$ cat config.mk
export PLATFORM = sky130hd
export DESIGN_NAME = quad_pos_counter
export DESIGN_NICKNAME = d
export VERILOG_FILES = /design/src/rtl/qpc_pkg.sv /design/src/rtl/qpc_phase_decode.sv /design/src/rtl/qpc_pos_counter.sv /design/src/rtl/qpc_status_flags.sv /design/src/rtl/quad_pos_counter.sv
export SDC_FILE = /design/constraint.sdc
export NUM_CORES = 1
export LEC_CHECK = 0
export BUFFER_PORTS_ARGS = -buffer_cell sky130_fd_sc_hd__buf_2
export CORE_ASPECT_RATIO = 0.9
export CORE_MARGIN = 3
export CORE_UTILIZATION = 25
export CTS_BUF_LIST = sky130_fd_sc_hd__clkbuf_16
export DETAILED_ROUTE_END_ITERATION = 7
export GPL_TIMING_DRIVEN = 0
export PLACE_DENSITY = 0.57
export SYNTH_ARGS = -nofsm -noshare
export SYNTH_HDL_FRONTEND = slang
export SYNTH_HIERARCHICAL = 1
export SYNTH_SLANG_ARGS = --single-unit
$ cat constraint.sdc
create_clock -name clk_i -period 2.8 [get_ports clk_i]
set_clock_uncertainty 0.1 [all_clocks]
set_input_delay 0.14 -clock clk_i [delete_from_list [all_inputs] [get_ports clk_i]]
set_output_delay 0.14 -clock clk_i [all_outputs]
set_load 0.03 [all_outputs]
$ cat src/rtl/qpc_pkg.sv
package qpc_pkg;
  typedef enum logic [2:0] {
    MODE_X4_FREE = 3'b000,
    MODE_X2_FREE = 3'b001,
    MODE_X4_CMP  = 3'b010,
    MODE_X2_CMP  = 3'b011,
    MODE_PC_STEP = 3'b100,
    MODE_PC_UPDN = 3'b101,
    MODE_DIRECT  = 3'b110,
    MODE_RSVD    = 3'b111
  } qpc_mode_e;

  typedef enum logic [1:0] {
    EDGE_FALL = 2'b00,
    EDGE_RISE = 2'b01,
    EDGE_BOTH = 2'b10,
    EDGE_NONE = 2'b11
  } qpc_edge_e;

  localparam int unsigned FLAG_N   = 5;
  localparam int unsigned FLG_IDX  = 0;
  localparam int unsigned FLG_CMP  = 1;
  localparam int unsigned FLG_WRAP = 2;
  localparam int unsigned FLG_DCHG = 3;
  localparam int unsigned FLG_PERR = 4;

  typedef struct packed {
    logic evt;
    logic dir_vld;
    logic up;
    logic perr;
    logic idx_rise;
  } qpc_dec_s;
endpackage

$ cat src/rtl/qpc_phase_decode.sv
module qpc_phase_decode
  import qpc_pkg::*;
(
  input  logic      clk_i,
  input  logic      rst_ni,
  input  logic      a_i,
  input  logic      b_i,
  input  logic      idx_i,
  input  qpc_mode_e mode_i,
  input  qpc_edge_e edge_sel_i,
  output qpc_dec_s  dec_o
);
  localparam int unsigned CH_N = 3;
  localparam int unsigned PH_N = 2;

  logic [CH_N-1:0] raw, smp_q, chg, rise;
  logic [PH_N-1:0] fall, hit;
  logic            quad_up;

  assign raw = {idx_i, b_i, a_i};

  always_ff @(posedge clk_i or negedge rst_ni) begin
    if (!rst_ni) smp_q <= '0;
    else         smp_q <= raw;
  end

  assign chg  = raw ^ smp_q;
  assign rise = chg & raw;
  assign fall = chg[PH_N-1:0] & ~raw[PH_N-1:0];

  for (genvar g = 0; g < PH_N; g++) begin : g_hit
    assign hit[g] = (edge_sel_i == EDGE_FALL) ? fall[g] :
                    (edge_sel_i == EDGE_RISE) ? rise[g] :
                    (edge_sel_i == EDGE_BOTH) ? chg[g]  : 1'b0;
  end

  // A leading B: new A differs from previous B
  assign quad_up = raw[0] ^ smp_q[1];

  always_comb begin
    dec_o          = '0;
    dec_o.idx_rise = rise[2];
    unique case (mode_i)
      MODE_X4_FREE, MODE_X4_CMP: begin
        dec_o.evt     = chg[0] ^ chg[1];
        dec_o.dir_vld = 1'b1;
        dec_o.up      = quad_up;
        dec_o.perr    = chg[0] & chg[1];
      end
      MODE_X2_FREE, MODE_X2_CMP: begin
        dec_o.evt     = chg[0] & ~chg[1];
        dec_o.dir_vld = 1'b1;
        dec_o.up      = quad_up;
        dec_o.perr    = chg[0] & chg[1];
      end
      MODE_PC_STEP: begin
        dec_o.evt     = hit[0];
        dec_o.dir_vld = 1'b1;
        dec_o.up      = raw[1];
      end
      MODE_PC_UPDN: begin
        dec_o.evt     = hit[0] ^ hit[1];
        dec_o.dir_vld = 1'b1;
        dec_o.up      = hit[0];
      end
      MODE_DIRECT: begin
        dec_o.evt     = hit[0];
        dec_o.dir_vld = 1'b0;
      end
      default: ;
    endcase
  end
endmodule

$ cat src/rtl/qpc_pos_counter.sv
module qpc_pos_counter #(
  parameter int unsigned CNT_W = 32
) (
  input  logic             clk_i,
  input  logic             rst_ni,
  input  logic             en_i,
  input  logic             cmp_mode_i,
  input  logic             evt_i,
  input  logic             dir_vld_i,
  input  logic             evt_up_i,
  input  logic             force_i,
  input  logic             force_up_i,
  input  logic             idx_rise_i,
  input  logic             rld_en_i,
  input  logic             first_only_i,
  input  logic             rearm_i,
  input  logic [CNT_W-1:0] max_i,
  input  logic             wr_i,
  input  logic [CNT_W-1:0] wdata_i,
  output logic [CNT_W-1:0] cnt_o,
  output logic             dir_o,
  output logic             wrap_o,
  output logic             dchg_o,
  output logic             first_done_o
);
  localparam logic [CNT_W-1:0] ALL_ONES = '1;
  localparam logic [CNT_W-1:0] ONE      = CNT_W'(1);

  logic [CNT_W-1:0] cnt_q, cnt_nxt, limit;
  logic             dir_q, dir_nxt, armed_q, rld_fire, step_up;

  assign limit    = cmp_mode_i ? max_i : ALL_ONES;
  assign rld_fire = en_i & rld_en_i & idx_rise_i & (~first_only_i | armed_q);
  assign step_up  = force_i ? force_up_i : (dir_vld_i ? evt_up_i : dir_q);

  always_comb begin
    dir_nxt = dir_q;
    if (en_i) begin
      if (force_i)                dir_nxt = force_up_i;
      else if (evt_i && dir_vld_i) dir_nxt = evt_up_i;
    end
  end

  always_comb begin
    cnt_nxt = cnt_q;
    wrap_o  = 1'b0;
    if (!en_i) begin
      if (wr_i) cnt_nxt = wdata_i;
    end else if (rld_fire) begin
      cnt_nxt = dir_q ? '0 : max_i;
    end else if (evt_i) begin
      if (step_up) begin
        if (cnt_q == limit) begin
          cnt_nxt = '0;
          wrap_o  = 1'b1;
        end else begin
          cnt_nxt = cnt_q + ONE;
        end
      end else begin
        if (cnt_q == '0) begin
          cnt_nxt = limit;
          wrap_o  = 1'b1;
        end else begin
          cnt_nxt = cnt_q - ONE;
        end
      end
    end
  end

  always_ff @(posedge clk_i or negedge rst_ni) begin
    if (!rst_ni) begin
      cnt_q   <= '0;
      dir_q   <= 1'b1;
      armed_q <= 1'b1;
    end else begin
      cnt_q <= cnt_nxt;
      dir_q <= dir_nxt;
      if (rearm_i)                        armed_q <= 1'b1;
      else if (rld_fire && first_only_i)  armed_q <= 1'b0;
    end
  end

  assign dchg_o       = dir_nxt ^ dir_q;
  assign cnt_o        = cnt_q;
  assign dir_o        = dir_q;
  assign first_done_o = ~armed_q;
endmodule

$ cat src/rtl/qpc_status_flags.sv
module qpc_status_flags #(
  parameter int unsigned N = 5
) (
  input  logic         clk_i,
  input  logic         rst_ni,
  input  logic [N-1:0] set_i,
  input  logic [N-1:0] clr_i,
  input  logic [N-1:0] irq_en_i,
  output logic [N-1:0] flags_o,
  output logic         irq_o
);
  logic [N-1:0] flg_q;

  for (genvar g = 0; g < N; g++) begin : g_flag
    always_ff @(posedge clk_i or negedge rst_ni) begin
      if (!rst_ni)       flg_q[g] <= 1'b0;
      else if (set_i[g]) flg_q[g] <= 1'b1;
      else if (clr_i[g]) flg_q[g] <= 1'b0;
    end
  end

  assign flags_o = flg_q;
  assign irq_o   = |(flg_q & irq_en_i);
endmodule

$ cat src/rtl/quad_pos_counter.sv
module quad_pos_counter
  import qpc_pkg::*;
#(
  parameter int unsigned CNT_W = 32
) (
  input  logic              clk_i,
  input  logic              rst_ni,
  input  logic              en_i,
  input  logic [2:0]        mode_i,
  input  logic [1:0]        edge_sel_i,
  input  logic [1:0]        dir_src_i,
  input  logic              cmp_en_i,
  input  logic              idx_rld_en_i,
  input  logic              idx_first_only_i,
  input  logic              rearm_i,
  input  logic [CNT_W-1:0]  cnt_max_i,
  input  logic [CNT_W-1:0]  cnt_cmp_i,
  input  logic              cnt_wr_i,
  input  logic [CNT_W-1:0]  cnt_wdata_i,
  input  logic              phase_a_i,
  input  logic              phase_b_i,
  input  logic              index_i,
  input  logic [FLAG_N-1:0] flag_clr_i,
  input  logic [FLAG_N-1:0] irq_en_i,
  output logic [CNT_W-1:0]  cnt_o,
  output logic              dir_o,
  output logic [FLAG_N-1:0] flags_o,
  output logic              first_idx_done_o,
  output logic              irq_o
);
  qpc_mode_e        mode;
  qpc_dec_s         dec;
  logic             cmp_mode, wrap, dchg;
  logic [FLAG_N-1:0] flag_set;

  assign mode     = qpc_mode_e'(mode_i);
  assign cmp_mode = (mode == MODE_X4_CMP) || (mode == MODE_X2_CMP);

  qpc_phase_decode i_dec (
    .clk_i      (clk_i),
    .rst_ni     (rst_ni),
    .a_i        (phase_a_i),
    .b_i        (phase_b_i),
    .idx_i      (index_i),
    .mode_i     (mode),
    .edge_sel_i (qpc_edge_e'(edge_sel_i)),
    .dec_o      (dec)
  );

  qpc_pos_counter #(.CNT_W(CNT_W)) i_cnt (
    .clk_i        (clk_i),
    .rst_ni       (rst_ni),
    .en_i         (en_i),
    .cmp_mode_i   (cmp_mode),
    .evt_i        (dec.evt),
    .dir_vld_i    (dec.dir_vld),
    .evt_up_i     (dec.up),
    .force_i      (dir_src_i[1]),
    .force_up_i   (~dir_src_i[0]),
    .idx_rise_i   (dec.idx_rise),
    .rld_en_i     (idx_rld_en_i),
    .first_only_i (idx_first_only_i),
    .rearm_i      (rearm_i),
    .max_i        (cnt_max_i),
    .wr_i         (cnt_wr_i),
    .wdata_i      (cnt_wdata_i),
    .cnt_o        (cnt_o),
    .dir_o        (dir_o),
    .wrap_o       (wrap),
    .dchg_o       (dchg),
    .first_done_o (first_idx_done_o)
  );

  always_comb begin
    flag_set           = '0;
    flag_set[FLG_IDX]  = en_i & dec.idx_rise;
    flag_set[FLG_CMP]  = en_i & cmp_en_i & (cnt_o == cnt_cmp_i);
    flag_set[FLG_WRAP] = wrap;
    flag_set[FLG_DCHG] = dchg;
    flag_set[FLG_PERR] = en_i & dec.perr;
  end

  qpc_status_flags #(.N(FLAG_N)) i_flags (
    .clk_i    (clk_i),
    .rst_ni   (rst_ni),
    .set_i    (flag_set),
    .clr_i    (flag_clr_i),
    .irq_en_i (irq_en_i),
    .flags_o  (flags_o),
    .irq_o    (irq_o)
  );
endmodule

==> impl_metrics.sql <==
INSERT INTO impl_metrics (metric_group, metric, value, unit) VALUES
('power_and_ir_drop', 'clock_power_share', '14.9', '%'),
('route', 'routed-via-count', '7596', ''),
('run_status', 'result_of_the_run', 'finished with violations', ''),
('clock_network', 'cts_htree_levels', '2', ''),
('logic_synthesis', 'synth_edf_count', '0', ''),
('flow_run', 'drv.max_cap_violation_count', '0', ''),
('logic_synthesis', 'synth.area.top_cells', 'dfrtp_1 (18%), xor2_1 (8.9%), nand2_1 (5.7%)', ''),
('clock_network', 'clk_pin_slew', '0.07', 'ns'),
('power_and_ir_drop', 'vdd_ir_max', '254', 'uV'),
('logic_synthesis', 'number_of_different_library_cells_in_the_post_synthesis_netlist', '70', ''),
('critical_path', 'cp.arrival', '2.99', 'ns'),
('power_and_ir_drop', 'sequentialPowerShare', '22.9', '%'),
('global_route', 'grt_usage', '25.1', '%'),
('run_status', 'violations_in_the_final_reports', 'setup timing', ''),
('clock_network', 'num_cts_buffers', '5', ''),
('power_and_ir_drop', 'leakagePower', '3.56', 'nW'),
('logic_synthesis', 'post_synthesis_cell_type_with_the_largest_combined_area', 'dfrtp_1', ''),
('placed_design', 'detailedPlacementHpwl', '21.9', 'mm'),
('global_route', 'first_pass_grt_wire_length', '45.4', 'mm'),
('logic_synthesis', 'ys_async_sr_fraction', '100', '%'),
('clock_network', 'worst_skew_pair.late_latency', '0.30', 'ns'),
('sta', 'finalCriticalPeriod', '2.91', 'ns'),
('critical_path', 'highest_fanout_seen_on_the_critical_path', '7', ''),
('critical_path', 'startpoint_type', 'flop', ''),
('logic_synthesis', 'synth_flop_cell', 'dfrtp_1', ''),
('sta', 'finalHoldViolations', '0', ''),
('route', 'finalWirelength', '31.8', 'mm'),
('finish', 'num-nets-final', '1140', ''),
('logic_synthesis', 'synth.ff_latch_count', '42', ''),
('route', 'final_antenna_net_count', '0', ''),
('floorplan', 'design.die.area', '0.0242', 'sq mm'),
('global_route', 'vias_in_the_first_global_route', '7155', ''),
('sta', 'max_freq', '344', 'MHz'),
('global_route', 'antenna_violations_before_repair', '1', ''),
('logic_synthesis', 'mappedNetlistArea', '0.00560', 'sq mm'),
('critical_path', 'r2r_setup_slack', '-0.11', 'ns'),
('logic_synthesis', 'synthDominantCellAreaShare', '17.9', '%'),
('global_route', 'grt_start_max_net_pins', '43', ''),
('finish', 'area_delta_synth_final', '52.8', '%'),
('sta', 'rsz0062_at_grt', 'true', ''),
('sta', 'final.setup.worst_slack', '-0.108', 'ns'),
('floorplan', 'num_io_pins', '164', ''),
('floorplan', 'initial_core_util', '25.6', '%'),
('logic_synthesis', 'avg_cell_area_syn', '7.24', 'sq um'),
('route', 'dr_vias_cell', '5.84', ''),
('clock_network', 'cts_sinks', '42', ''),
('floorplan', 'row_cnt', '51', ''),
('logic_synthesis', 'post-synth-top-count-cell', 'nand2_1', ''),
('sta', 'slew_headroom', '27.1', '%'),
('global_route', 'global_route.overflow_total', '0', ''),
('power_and_ir_drop', 'internal_power', '2.32', 'mW'),
('clock_network', 'clock_tree.buffer_depth', '2', ''),
('power_and_ir_drop', 'switching_share', '51.3', '%'),
('route', 'drt-pass1-iter-count', '6', ''),
('sta', 'report.final.slew_viol_count', '0', ''),
('finish', 'utilization', '39.2', '%'),
('floorplan', 'fp.dieW', '164', 'um'),
('finish', 'drive_above_1_share', '40.1', '%'),
('sta', 'fin_hold_ws', '0.0179', 'ns'),
('power_and_ir_drop', 'comb_power_share', '62.2', '%'),
('placed_design', 'io_buffers', '163', ''),
('placed_design', 'place_congestion', '0.984', ''),
('hold_path', 'hold_class', 'primary input to flop', ''),
('floorplan', 'fp.dieH', '148', 'um'),
('finish', 'fill_cells', '2298', ''),
('critical_path', 'cp-end-kind', 'flop', ''),
('logic_synthesis', 'synth.cells.most_frequent', 'nand2_1 (85), xor2_1 (57), a21oi_1 (56)', ''),
('floorplan', 'core_area', '0.0218', 'sq mm'),
('logic_synthesis', 'netlist_instances', '773', ''),
('critical_path', 'worst-setup-path-type', 'flop to flop', ''),
('sta', 'worst_pin_slew', '1.09', 'ns'),
('route', 'wire_per_inst', '24.5', 'um'),
('logic_synthesis', 'synth_seq_area_share', '18.8', '%'),
('clock_network', 'clock-root-buffer', 'clkbuf_16', ''),
('logic_synthesis', 'ys.warnings.count', '6', ''),
('route', 'drc_errors', '0', ''),
('sta', 'setup-violations-final', '25', ''),
('clock_network', 'tritoncts', 'yes', ''),
('sta', 'post-route-period-util', '104', '%'),
('logic_synthesis', 'synth_fp_nets', '906', ''),
('power_and_ir_drop', 'netSwitchingPower', '2.44', 'mW'),
('critical_path', 'crit_required', '2.88', 'ns'),
('route', 'detailedRoute.firstIterationViolations', '1018', ''),
('power_and_ir_drop', 'p_per_area', '556', 'mW/mm^2');
-- layer usage --
metal	track usage [%]	wire (um)	share of wire, %	vias up
li1	-	-	-	3317
met1	34.6	12900	41	3633
met2	37.8	13600	43	537
met3	6.02	3740	12	109
met4	9.43	1500	4.7	0
met5	0	0	0	-
-- placed cells by master, fill, tap and decap left out, types with 15 or more instances in the layout --
| cell | netlist | routed |
|---|---|---|
| or3_1 | 26 | 25 |
| xor2_1 | 57 | 57 |
| nand2_1 | 85 | 83 |
| nor2_1 | 39 | 38 |
| buf_4 | 0 | 59 |
| a21oi_1 | 56 | 45 |
| dfrtp_1 | 40 | 26 |
| xnor2_1 | 32 | 32 |
| nor3_1 | 17 | 15 |
| buf_6 | 3 | 17 |
| o21ai_1 | 1 | 19 |
| inv_1 | 30 | 29 |
| buf_2 | 17 | 170 |
| nand3_1 | 35 | 34 |
-- power by group through the flow --
stage / logic, mW / clock network (mW) / registers (mW)
5_1_grt: 3.13 / 0.745 / 1.11
3_3_place_gp: 2.33 / 0 / 1.02
6_report: 2.96 / 0.709 / 1.09
4_1_cts: 2.63 / 0.723 / 1.09
3_5_place_dp: 2.34 / 0 / 1.02
2_1_floorplan: 1.31 / 0 / 1.19
-- final timing paths --
check,from,endpoint,depth (start not counted)
min,flag_clr_i[0],i_flags/flags_o[0],3
max reg2reg,i_dec/smp_q[0],i_cnt/cnt_o[25],13
min in group asynchronous,rst_ni,i_cnt/cnt_o[22],2
max in group asynchronous,rst_ni,i_cnt/cnt_o[6],2
min reg2reg,i_flags/flags_o[2],i_flags/flags_o[2],1
max,i_dec/smp_q[0],i_cnt/cnt_o[25],13
-- cell families after synthesis --
| family | synth area share, % |
|---|---|
| AND/OR/NAND/NOR | 33.5 |
| AO/OA/AOI/OAI | 23.5 |
| buffers and inverters | 7.29 |
| XOR/XNOR | 13.9 |
| flip-flops | 18.8 |
| adder cells (fa/ha/maj) | 2.01 |
| multiplexers | 0.917 |
-- metrics by stage --
stage / instance area [sq um] / total power, mW / setup WS [ns] / setup TNS, ns / std cells
2_1_floorplan: 5610 / 2.50 / -0.0652 / -0.138 / 773
3_3_place_gp: 6790 / 3.35 / -1.84 / -55.54 / 1227
3_5_place_dp: 6790 / 3.36 / -1.73 / -51.42 / 1227
4_1_cts: 8020 / 4.44 / -0.137 / -1.48 / 1279
5_1_grt: 8550 / 4.98 / -0.293 / -4.15 / 1300
6_report: 8550 / 4.76 / -0.108 / -0.871 / 1300
-- final cells by class --
cell class	count	area, sq um	share of cell area [%]
flip-flops and latches	42	1070	12.5
well taps	291	364	4.26
plain buffers	55	502	5.87
repair buffers	238	1500	17.6
inverters	30	113	1.32
multi-input cells	635	4830	56.5
clock inverters	3	40.0	0.468
clock buffers	5	125	1.46
diodes	1	2.50	0.0293
-- registers in the layout, indices dropped and copies added, names as in the netlist --
signal / cells
i_dec/smp_q: 3
i_cnt/dir_o: 1
i_flags/flags_o: 5
i_cnt/armed_q: 1
i_cnt/cnt_o: 32
-- timing repair --
action	CTS	global route
endpoints found under the setup margin	33	33
gates cloned	5	1
hold buffers	9	0
resized for setup	161	107
hold endpoints to repair	47	0
pin swaps	31	32
setup buffers	40	23
-- critical path: stages (launching register included) --
cell and delay [ns]:
dfrtp_1 0.38, ha_1 0.28, inv_2 0.04, a211o_4 0.34
a31oi_4 0.13, o22ai_2 0.09, mux2_4 0.29, o21ai_4 0.20
nand2_4 0.12, o22ai_4 0.16, buf_12 0.16, o2bb2ai_4 0.11
a311oi_1 0.06, o32ai_1 0.32
(Power assumes the default switching activity.)
